$ cat src/rtl/xo_pkg.sv
package xo_pkg;

    typedef enum logic {
        GATE_OR  = 1'b0,
        GATE_NOR = 1'b1
    } gate_fn_e;

    // Column that feeds the crossing input of column col in stage lvl
    function automatic int cross_partner(input int col, input int lvl, input int width);
        return (col ^ (1 << lvl)) % width;
    endfunction

endpackage

$ cat src/rtl/xo_mask_store.sv
module xo_mask_store #(
    parameter int WORDS = 8,
    parameter int WBITS = 32,
    parameter int AW    = 3
) (
    input  logic                        clk,
    input  logic                        rst,
    input  logic                        we,
    input  logic [AW-1:0]               addr,
    input  logic [WBITS-1:0]            wdata,
    output logic [WORDS-1:0][WBITS-1:0] mask_o
);

    typedef struct packed {
        logic [WORDS-1:0][WBITS-1:0] words;
    } store_t;

    store_t st_d, st_q;

    always_comb begin
        st_d = st_q;
        if (we && ({1'b0, addr} < (AW+1)'(WORDS))) begin
            st_d.words[addr] = wdata;
        end
    end

    always_ff @(posedge clk) begin
        if (rst) begin
            st_q <= '1;
        end else begin
            st_q <= st_d;
        end
    end

    assign mask_o = st_q.words;

endmodule

$ cat src/rtl/xo_gate_row.sv
module xo_gate_row
    import xo_pkg::*;
#(
    parameter int       WIDTH = 16,
    parameter int       LEVEL = 0,
    parameter gate_fn_e FN    = GATE_OR
) (
    input  logic [WIDTH-1:0]   row_in,
    input  logic [2*WIDTH-1:0] link_en,
    output logic [WIDTH-1:0]   row_out
);

    for (genvar j = 0; j < WIDTH; j++) begin : g_col
        localparam int PARTNER = cross_partner(j, LEVEL, WIDTH);
        logic straight_in;
        logic cross_in;
        assign straight_in = row_in[j]       & link_en[2*j];
        assign cross_in    = row_in[PARTNER] & link_en[2*j+1];
        if (FN == GATE_NOR) begin : g_nor
            assign row_out[j] = ~(straight_in | cross_in);
        end else begin : g_or
            assign row_out[j] = straight_in | cross_in;
        end
    end

endmodule

$ cat src/rtl/xo_fabric.sv
module xo_fabric
    import xo_pkg::*;
#(
    parameter int                  WIDTH   = 16,
    parameter int                  ROWS    = 2,
    parameter int                  STAGES  = 4,
    parameter logic [STAGES-1:0]   NOR_MAP = 4'b0001,
    localparam int                 WORDS   = ROWS * STAGES,
    localparam int                 WBITS   = 2 * WIDTH,
    localparam int                 AW      = $clog2(WORDS)
) (
    input  logic             clk,
    input  logic             rst,
    input  logic             cfg_we,
    input  logic [AW-1:0]    cfg_addr,
    input  logic [WBITS-1:0] cfg_wdata,
    input  logic [WIDTH-1:0] in_data,
    output logic [WIDTH-1:0] out_data
);

    typedef struct packed {
        logic [WORDS-1:0][WIDTH-1:0] stage;
    } pipe_t;

    pipe_t pipe_d, pipe_q;

    logic [WORDS-1:0][WBITS-1:0] mask_w;
    logic [WORDS-1:0][WIDTH-1:0] gate_out;
    logic [WORDS-1:0][WIDTH-1:0] stage_q;

    xo_mask_store #(
        .WORDS (WORDS),
        .WBITS (WBITS),
        .AW    (AW)
    ) u_mask (
        .clk    (clk),
        .rst    (rst),
        .we     (cfg_we),
        .addr   (cfg_addr),
        .wdata  (cfg_wdata),
        .mask_o (mask_w)
    );

    assign stage_q = pipe_q.stage;

    // Slot r*STAGES+k holds row r, stage k; the bottom row takes the input
    for (genvar r = 0; r < ROWS; r++) begin : g_row
        for (genvar k = 0; k < STAGES; k++) begin : g_stage
            localparam int SLOT = r * STAGES + k;
            logic [WIDTH-1:0] feed;
            if (k == 0) begin : g_head
                if (r == ROWS - 1) begin : g_entry
                    assign feed = in_data;
                end else begin : g_wrap
                    assign feed = stage_q[(r + 1) * STAGES + STAGES - 1];
                end
            end else begin : g_chain
                assign feed = stage_q[SLOT - 1];
            end

            xo_gate_row #(
                .WIDTH (WIDTH),
                .LEVEL (k),
                .FN    (NOR_MAP[k] ? GATE_NOR : GATE_OR)
            ) u_row (
                .row_in  (feed),
                .link_en (mask_w[SLOT]),
                .row_out (gate_out[SLOT])
            );
        end
    end

    always_comb begin
        pipe_d       = pipe_q;
        pipe_d.stage = gate_out;
    end

    always_ff @(posedge clk) begin
        if (rst) begin
            pipe_q <= '0;
        end else begin
            pipe_q <= pipe_d;
        end
    end

    assign out_data = stage_q[STAGES - 1];

endmodule

$ cat config.mk
export PLATFORM = sky130hd
export DESIGN_NAME = xo_fabric
export DESIGN_NICKNAME = d
export VERILOG_FILES = /design/src/rtl/xo_pkg.sv /design/src/rtl/xo_mask_store.sv /design/src/rtl/xo_gate_row.sv /design/src/rtl/xo_fabric.sv
export SDC_FILE = /design/constraint.sdc
export NUM_CORES = 1
export LEC_CHECK = 0
export ABC_AREA = 1
export BUFFER_PORTS_ARGS = -buffer_cell sky130_fd_sc_hd__buf_4
export CAP_MARGIN = 20
export CORE_ASPECT_RATIO = 1.5
export CORE_MARGIN = 2
export CORE_UTILIZATION = 55
export DETAILED_ROUTE_END_ITERATION = 10
export PLACE_DENSITY = 0.69
export SYNTH_ARGS = -nofsm -noshare
export SYNTH_HDL_FRONTEND = slang
export SYNTH_SLANG_ARGS = --single-unit
$ cat constraint.sdc
create_clock -name clk -period 2.6 [get_ports clk]
set_clock_uncertainty 0.1 [all_clocks]
set_input_delay 0.13 -clock clk [delete_from_list [all_inputs] [get_ports clk]]
set_output_delay 0.13 -clock clk [all_outputs]
set_load 0.02 [all_outputs]
# Yosys cells after proc, flatten, opt, wreduce, memory -nomap -nowiden
# Index checks and enable logic that the tools add are counted.
[word_totals] register_bits=384 input_bits=54 out_inout_bits=16
[op_classes] magnitude_cmp=2 mux=3 n_bitwise=416 reduce_logical=1
[ops] op="bitwise AND 1 bit" n=256
[ops] op="bitwise mux 256 bit" n=1
[ops] op="bitwise OR 1 bit" n=128
[ops] op="demux 32 bit (select 3 bit)" n=1
[ops] op="2-to-1 mux 32 bit" n=1
[ops] op="NOT 1 bit" n=32
[ops] op="less-than comparator 3 x 4 -> 1 bit (second input constant)" n=1
[ops] op=">= comparator 3 x 1 -> 1 bit (second input constant)" n=1
[ops] op="logical AND 1 bit" n=1

# Longest topological paths before layout
# Gate-level depths: netlist of the first run.
[depth] ltp_word=5 mapped_depth=6 ltp_nobuf=5

# Cells and area by module
# From an unflattened synthesis of the first run, not the netlist that was laid out.
[hier_totals] hier_cells=1994 hier_area_um2=14577.7
[modules_own_cells] mod="xo_mask_store" n_inst=1 cells_per_inst=1180 area_each_um2=9339.0 seq_area_each_um2=5124.9
[modules_own_cells] mod="xo_fabric" n_inst=1 cells_per_inst=398 area_each_um2=3677.3 seq_area_each_um2=2562.5
[modules_own_cells] mod="xo_gate_row at g_row[0].g_stage[1].u_row ..." n_inst=6 cells_per_inst=48 area_each_um2=180.2 seq_area_each_um2=0.0
[modules_own_cells] mod="xo_gate_row at g_row[0].g_stage[0].u_row ..." n_inst=2 cells_per_inst=64 area_each_um2=240.2 seq_area_each_um2=0.0

# Least setup slack after synthesis of the first run
# No wires, ideal clock.
[synth_timing] kind="input-to-reg" startpoint="input rst" endpoint="register u_mask.st_q, in the netlist u_mask.mask_o[43]" setup_time_ns=0.123 t_arrival_ns=0.797 t_required_ns=2.377 path_slack_ns=1.579 path_stages=5 path_buffers=3 path_cell_list="buf_2 > inv_2 > buf_2 > buf_2 > nand3_1"
[synth_rtl] item="start: declaration" line_no="xo_fabric.sv:13" rtl="input logic rst,"
[synth_rtl] item="end signal: assignment" line_no="xo_mask_store.sv:31" rtl="st_q <= st_d;"
[synth_rtl] item="end: declaration" line_no="xo_mask_store.sv:18" rtl="store_t st_d, st_q;"
# No word-level cell between the ends.

# Final worst setup path of the first run
[layout_timing] startpoint="input cfg_addr[2]" endpoint="register u_mask.st_q, in the netlist u_mask.mask_o[239]"
[layout_between] elab_chain_len=5 elab_cells_between_ends=6 cone_classes="order compare (2); mux (3); reduce/logical (1)"
[layout_rtl] item="start: declaration" line_no="xo_fabric.sv:15" rtl="input logic [AW-1:0] cfg_addr,"
[layout_rtl] item="less-than comparator 3 x 4 -> 1 bit (not written as such) / >= comparator 3 x 1 -> 1 bit (equally long branches)" line_no="xo_mask_store.sv:23" rtl="st_d.words[addr] = wdata;"
[layout_rtl] item="logical AND 1 bit (not written as such)" line_no="xo_mask_store.sv:23"
[layout_rtl] item="2-to-1 mux 32 bit (not written as such)" line_no="xo_mask_store.sv:23"
[layout_rtl] item="demux 32 bit (select 3 bit) *"
[layout_rtl] item="bitwise mux 256 bit *" line_no="xo_mask_store.sv:23"
# Every way passes the cells marked *; elsewhere a longest branch is shown, timed or not.
# A chain may end at the register's enable or synchronous reset.

==> results of run 1 <==
area by class of cell:
cell class | count | share of cell area
flip-flops and latches | 384 | 0.4853
multi-input cells | 1167 | 0.3266
repair buffers | 164 | 0.09004
clock buffers | 56 | 0.06674
well taps | 324 | 0.02559
clock inverters | 5 | 0.003870
inverters | 6 | 0.001896
tightest hold or removal path, delay by kind of cell:
kind,cells,cell delay (ns)
AND/OR/NAND/NOR,3,0.27
buffers and inverters,2,0.19
registers in the layout, indices dropped and copies added, names as in the netlist:
| signal | count |
|---|---|
| g_row.g_stage.feed | 112 |
| out_data | 16 |
| u_mask.mask_o | 256 |
what timing repair did:
action                    CTS  global route
setup buffers               0             0
hold buffers               63             0
hold endpoints to repair  274             0
Yosys cell counts (all sizes together):
master  instances  area share
a21oi         128       0.047
dfxtp         384        0.56
nand2         554        0.15
inv             5      0.0014
buf           111       0.047
clkinv          1     0.00027
nor2            5      0.0019
nand3         480        0.18
clkbuf         38       0.012
cell families after synthesis:
kind of cell           after synthesis  share of synthesized area
AOI/OAI and AO/OA                  128                    0.04686
buffers and inverters              155                    0.06113
DFF                                384                     0.5623
and+or+nand+nor                   1039                     0.3297
final timing paths:
path	startpoint	endpoint	slack [ns]	cells after the start
hold reg to reg	u_mask.mask_o[5]	g_row[0].g_stage[1].feed[2]	0.33	1
setup reg to reg	u_mask.mask_o[158]	g_row[1].g_stage[1].feed[15]	1.33	4
hold / removal	cfg_we	u_mask.mask_o[205]	0.04	5
setup / recovery	cfg_addr[2]	u_mask.mask_o[239]	0.25	9
power by group through the flow:
stage,logic [uW],registers (uW),clock network (uW)
after floorplan,664,6470,0
after global placement,957,6520,0
after detailed placement,968,6520,0
after CTS,1050,6390,5100
after global routing,1170,6410,5330
final,1050,6390,5030
metrics by stage:
step                      instance area [um2]  cells  hold WS [ns]
after floorplan                         13670   1706        0.1211
after global placement                  14090   1982        0.2220
after global routing                    15840   2106       0.05212
after detailed placement                14090   1982        0.2226
after CTS                               15840   2106       0.03018
final                                   15840   2106       0.03765
routing by layer:
layer  GRT usage  wire [um]
met5           0          0
met4      0.1139       1292
met3     0.03336       1824
met2      0.4799      17900
met1      0.3356      14630
==> key figures, run 1 <==
Run status
  – Status: finished clean

STA
  – Worst slew pin tran: ~0.65 ns
  – Slew Limit Fails: 0
  – Rel. slew slack: 0.5667
  – Fin crit share: 0.9024
  – Final Hold Violating Endpoints: 0
  – F_max: between 400 and 500 MHz
  – Final setup fails: 0
  – Total negative setup slack: 0 ns
  – Unrepaired setup endpoints after global routing: no
  – Tmin final: 2.346 ns
  – Final setup margin: 0.2537 ns

Clock network
  – Clock-pin transition on the worst setup and hold timing paths: about 0.060 ns
  – Root Buffer: clkbuf_16
  – H-tree Lvls: 2
  – CTS buffer count: 35
  – Clock Path Buffers: 3
  – Post-CTS Resized: 0
  – Clock Sinks: roughly 380
  – TritonCTS clock tree: done
  – Clock Latency Late Sink: ~0.50 ns

Floorplanning
  – Die area: around 0.026 mm2
  – Die Y: roughly 200 um
  – Cell Rows: 70
  – Die X: ~130 um
  – Core ar.: between 0.02 and 0.025 mm2
  – Top-level port count: 70
  – Initial core utilization: 0.5595

Worst setup path
  – Required @ worst endpoint: between 2 and 3 ns
  – Worst Setup Start Kind: input port
  – Largest stage delay, worst path: approximately 0.55 ns
  – Most frequent CP cell: nand2_1
  – Worst EP arrival: around 2.7 ns
  – CP bufs+invs: 5
  – Worst path slowest cell: dlygate4sd3_1
  – Crit-path cells: dlygate4sd3_1 > buf_4 > nand2_1 > clkinv_1 > nand2_1 > buf_4 > nand2_1 > nand3_1 > dlygate4sd3_1
  – Crit path max fanout: 32
  – Crit Path Class: input port to register
  – CP Capture Type: register
  – CP delay by family, top: buffers and inverters

Power
  – Share of power burned in registers: 0.512
  – Combinational Power Share: 0.084
  – VDD IR max: 0.0005150 V
  – Sw Share: 0.2391
  – Pint: 9491 uW
  – Power density cells: around 800 mW/mm2
  – Leak: roughly 0.0073 uW
  – Psw: around 3000 uW
  – Power, Total: between 10000 and 15000 uW
  – Portion of total power attributed to the clock network: 0.403

Global route
  – Vias in the first global route: between 10000 and 15000
  – Grt total ovfl: 0
  – First-pass GRT wire length: ~57000 um
  – Largest net degree at the start of global routing: 97
  – Gr usage total: 0.2720
  – Initial antenna violation count: 0

Placed design
  – I/O Buffers: between 60 and 70
  – Pre-CTS setup slack: approximately 0.88 ns
  – Placer Congestion: approximately 0.86
  – Dpl hpwl: 22190 um

Finish
  – ANT cells: 0
  – Sequential standard cell area: ~0.0077 mm2
  – Multi-input combinational cell area: between 0.005 and 0.006 mm2
  – Most frequent cells in the layout: nand2_1 (554), nand3_1 (480), dfxtp_1 (384)
  – Final nets: 1812
  – Layout area overhead: 15.87%
  – Share of post-route cells with drive strength above 1: 0.08754
  – Commonest non-fill, non-tap cell in the layout: nand2_1
  – Fillcell total: between 2000 and 2500
  – Fin util: 0.6483

Routing
  – TritonRoute pass-1 iters: 5
  – DRC Markers: 0
  – Via count: 11550
  – DRT antenna net count: 0
  – Mean number of vias per cell: ~5.5
  – WL per Instance: roughly 17 um
  – 1st-iter DRT viols: 850
  – DRT Wirelength: 35640 um

Yosys
  – Yosys cell types: 15
  – Sequential share of the synthesized area: 0.5623
  – Synth Cell Area: 0.01367 mm2
  – Post-Syn Area per Cell: 8.014 um2
  – Synth Warn #: 0
  – Post-Syn Nets: between 1500 and 2000
  – Mapped Cells: around 1700
  – Synthesized flop and latch total: 384

Run
  – Max-cap violations: 0

Min path
  – Min-Delay Path Class: input port to register
Power figures use the tool's default switching activity.
==> run 2: changes to the inputs <==
Settings changed: REMOVE_ABC_BUFFERS set to 1.
==> run 2 against run 1 <==
  * Critical path depth shrank 3
  * Sequential share of layout area shrank 0.24 points
  * Cell count is the same
  * Largest cell class unchanged
  * Highest routed layer unchanged
==> key figures, run 2 (synthesis gave the netlist of run 1 again) <==
Global route
  – Grt total ovfl: 0
  – Gr usage total: 0.2662
  – Initial antenna violation count: 0
  – First-pass GRT wire length: roughly 56000 um
  – Vias in the first global route: between 10000 and 15000
  – Largest net degree at the start of global routing: roughly 100

Clock network
  – Clock Latency Late Sink: around 0.52 ns
  – Root Buffer: clkbuf_16
  – TritonCTS clock tree: done
  – Clock-pin transition on the worst setup and hold timing paths: 0.06 ns
  – Clock Sinks: about 380
  – Post-CTS Resized: 0
  – Clock Path Buffers: 3
  – CTS buffer count: 35
  – H-tree Lvls: 2

Routing
  – DRT antenna net count: 0
  – Via count: about 12000
  – DRC Markers: 0
  – WL per Instance: ~17 um
  – DRT Wirelength: 34920 um
  – 1st-iter DRT viols: roughly 900
  – Mean number of vias per cell: ~5.5
  – TritonRoute pass-1 iters: 5

STA
  – Final setup fails: 0
  – Fin crit share: 0.6145
  – Unrepaired setup endpoints after global routing: no
  – Total negative setup slack: 0 ns
  – Final Hold Violating Endpoints: 0
  – Slew Limit Fails: 0
  – WHS: 0.03837 ns
  – Tmin final: ~1.6 ns
  – Rel. slew slack: 0.5428
  – Worst slew pin tran: approximately 0.7 ns
  – F_max: between 600 and 700 MHz

Worst setup path
  – Required @ worst endpoint: 2.95 ns
  – R2R Path End: g_row[1].g_stage[1].feed[14]
  – Crit path max fanout: 27
  – Crit Path Class: input port to register
  – Worst Setup Start Kind: input port
  – Launching point of the worst reg2reg path: u_mask.mask_o[156]
  – Worst R2R Setup Slack: between 1 and 1.5 ns
  – Worst EP arrival: ~2.0 ns
  – FF-to-FF path depth: 4
  – CP Capture Type: register

Finish
  – Max FFs per register: approximately 260
  – Multi-input combinational cell area: approximately 0.0052 mm2
  – ANT cells: 0
  – Share of post-route cells with drive strength above 1: 0.09371
  – Most frequent cells in the layout: nand2_1 (554), nand3_1 (480), dfxtp_1 (384)
  – Sequential standard cell area: roughly 0.0077 mm2
  – Fillcell total: roughly 2100
  – Layout area overhead: 16.44%
  – Final nets: roughly 1800
  – Commonest non-fill, non-tap cell in the layout: nand2_1

Floorplanning
  – Cell Rows: 70
  – Die X: between 100 and 150 um
  – Initial core utilization: 0.5595
  – Die area: ~0.026 mm2
  – Top-level port count: 70
  – Core ar.: between 0.02 and 0.025 mm2
  – Die Y: 197.1 um

Power
  – Leak: between 0.007 and 0.008 uW
  – Power density cells: between 800 and 900 mW/mm2
  – Pint: between 9000 and 10000 uW
  – Portion of total power attributed to the clock network: 0.418
  – VDD IR max: about 0.00061 V
  – Share of power burned in registers: 0.499
  – Psw: 3018 uW
  – Sw Share: 0.2362
  – Combinational Power Share: 0.082

Min path
  – Min-delay src: cfg_we
  – WHS Endpoint: u_mask.mask_o[152]
  – Min-Delay Path Class: input port to register
  – WHS Path Cells: 5

Placed design
  – Placer Congestion: a little over 0.8
  – Dpl hpwl: between 20000 and 25000 um
  – I/O Buffers: 69

Run
  – Max-cap violations: 0

Run status
  – Status: finished clean
==> run 2: per-stage QoR <==
| stage | std cells | cell area [um2] | setup slack (ns) | total power (uW) | utilization |
|---|---|---|---|---|---|
| global placement | 1984 | 14120 | 1.067 | 7467 | 0.5778 |
| finish | 2106 | 15920 | 1.002 | 12780 | 0.6515 |
| floorplan | 1557 | 12860 | -1.411 | 6996 | - |
| global route | 2106 | 15920 | 0.8739 | 13230 | 0.6515 |
| CTS | 2106 | 15920 | 1.027 | 12840 | 0.6515 |
| detailed placement | 1984 | 14120 | 1.047 | 7485 | 0.5778 |
==> run 2: layout make-up <==
| cell class | count | area share |
|---|---|---|
| inverters | 6 | 0.001886 |
| clock inverters | 11 | 0.008567 |
| flip-flops and latches | 384 | 0.4829 |
| clock buffers | 52 | 0.06736 |
| well taps | 324 | 0.02547 |
| multi-input cells | 1167 | 0.3250 |
| repair buffers | 162 | 0.08882 |
==> run 2: repair_timing <==
item	in CTS	in global routing
setup endpoints to repair	0	0
hold buffers	59	0
buffers inserted	0	0
hold endpoints to repair	272	0
==> run 2: layer usage <==
layer	vias up	part of all wire	track usage
met5	-	0	0
met4	0	0.043	0.1239
met3	94	0.050	0.03490
met2	337	0.50	0.4640
met1	5424	0.41	0.3267
li1	5723	-	-
==> run 2: how the worst max path moves through the flow <==
stage,from,slack [ns],to,depth (start not counted)
final,cfg_addr[0],1.00,u_mask.mask_o[142],6
after global routing,cfg_addr[0],0.87,u_mask.mask_o[142],6
after CTS,cfg_addr[2],1.03,u_mask.mask_o[55],6
after detailed placement,rst,1.05,g_row[0].g_stage[1].feed[15],5
after global placement,rst,1.07,g_row[0].g_stage[1].feed[15],5
after floorplan,cfg_addr[1],-1.41,u_mask.mask_o[100],5
==> run 2: power groups by stage <==
stage | Clock, uW | Sequential [uW] | Combinational [uW]
after floorplan | 0 | 6470 | 526
after global placement | 0 | 6510 | 960
after detailed placement | 0 | 6510 | 973
after CTS | 5410 | 6380 | 1050
after global routing | 5650 | 6410 | 1170
final | 5350 | 6380 | 1050
==> run 2: critical path, cell delays in order <==
cell	delay, ns
dlygate4sd3_1	0.54
buf_4	0.15
nor2_4	0.46
buf_4	0.40
nand3_1	0.14
nand3_1	0.12
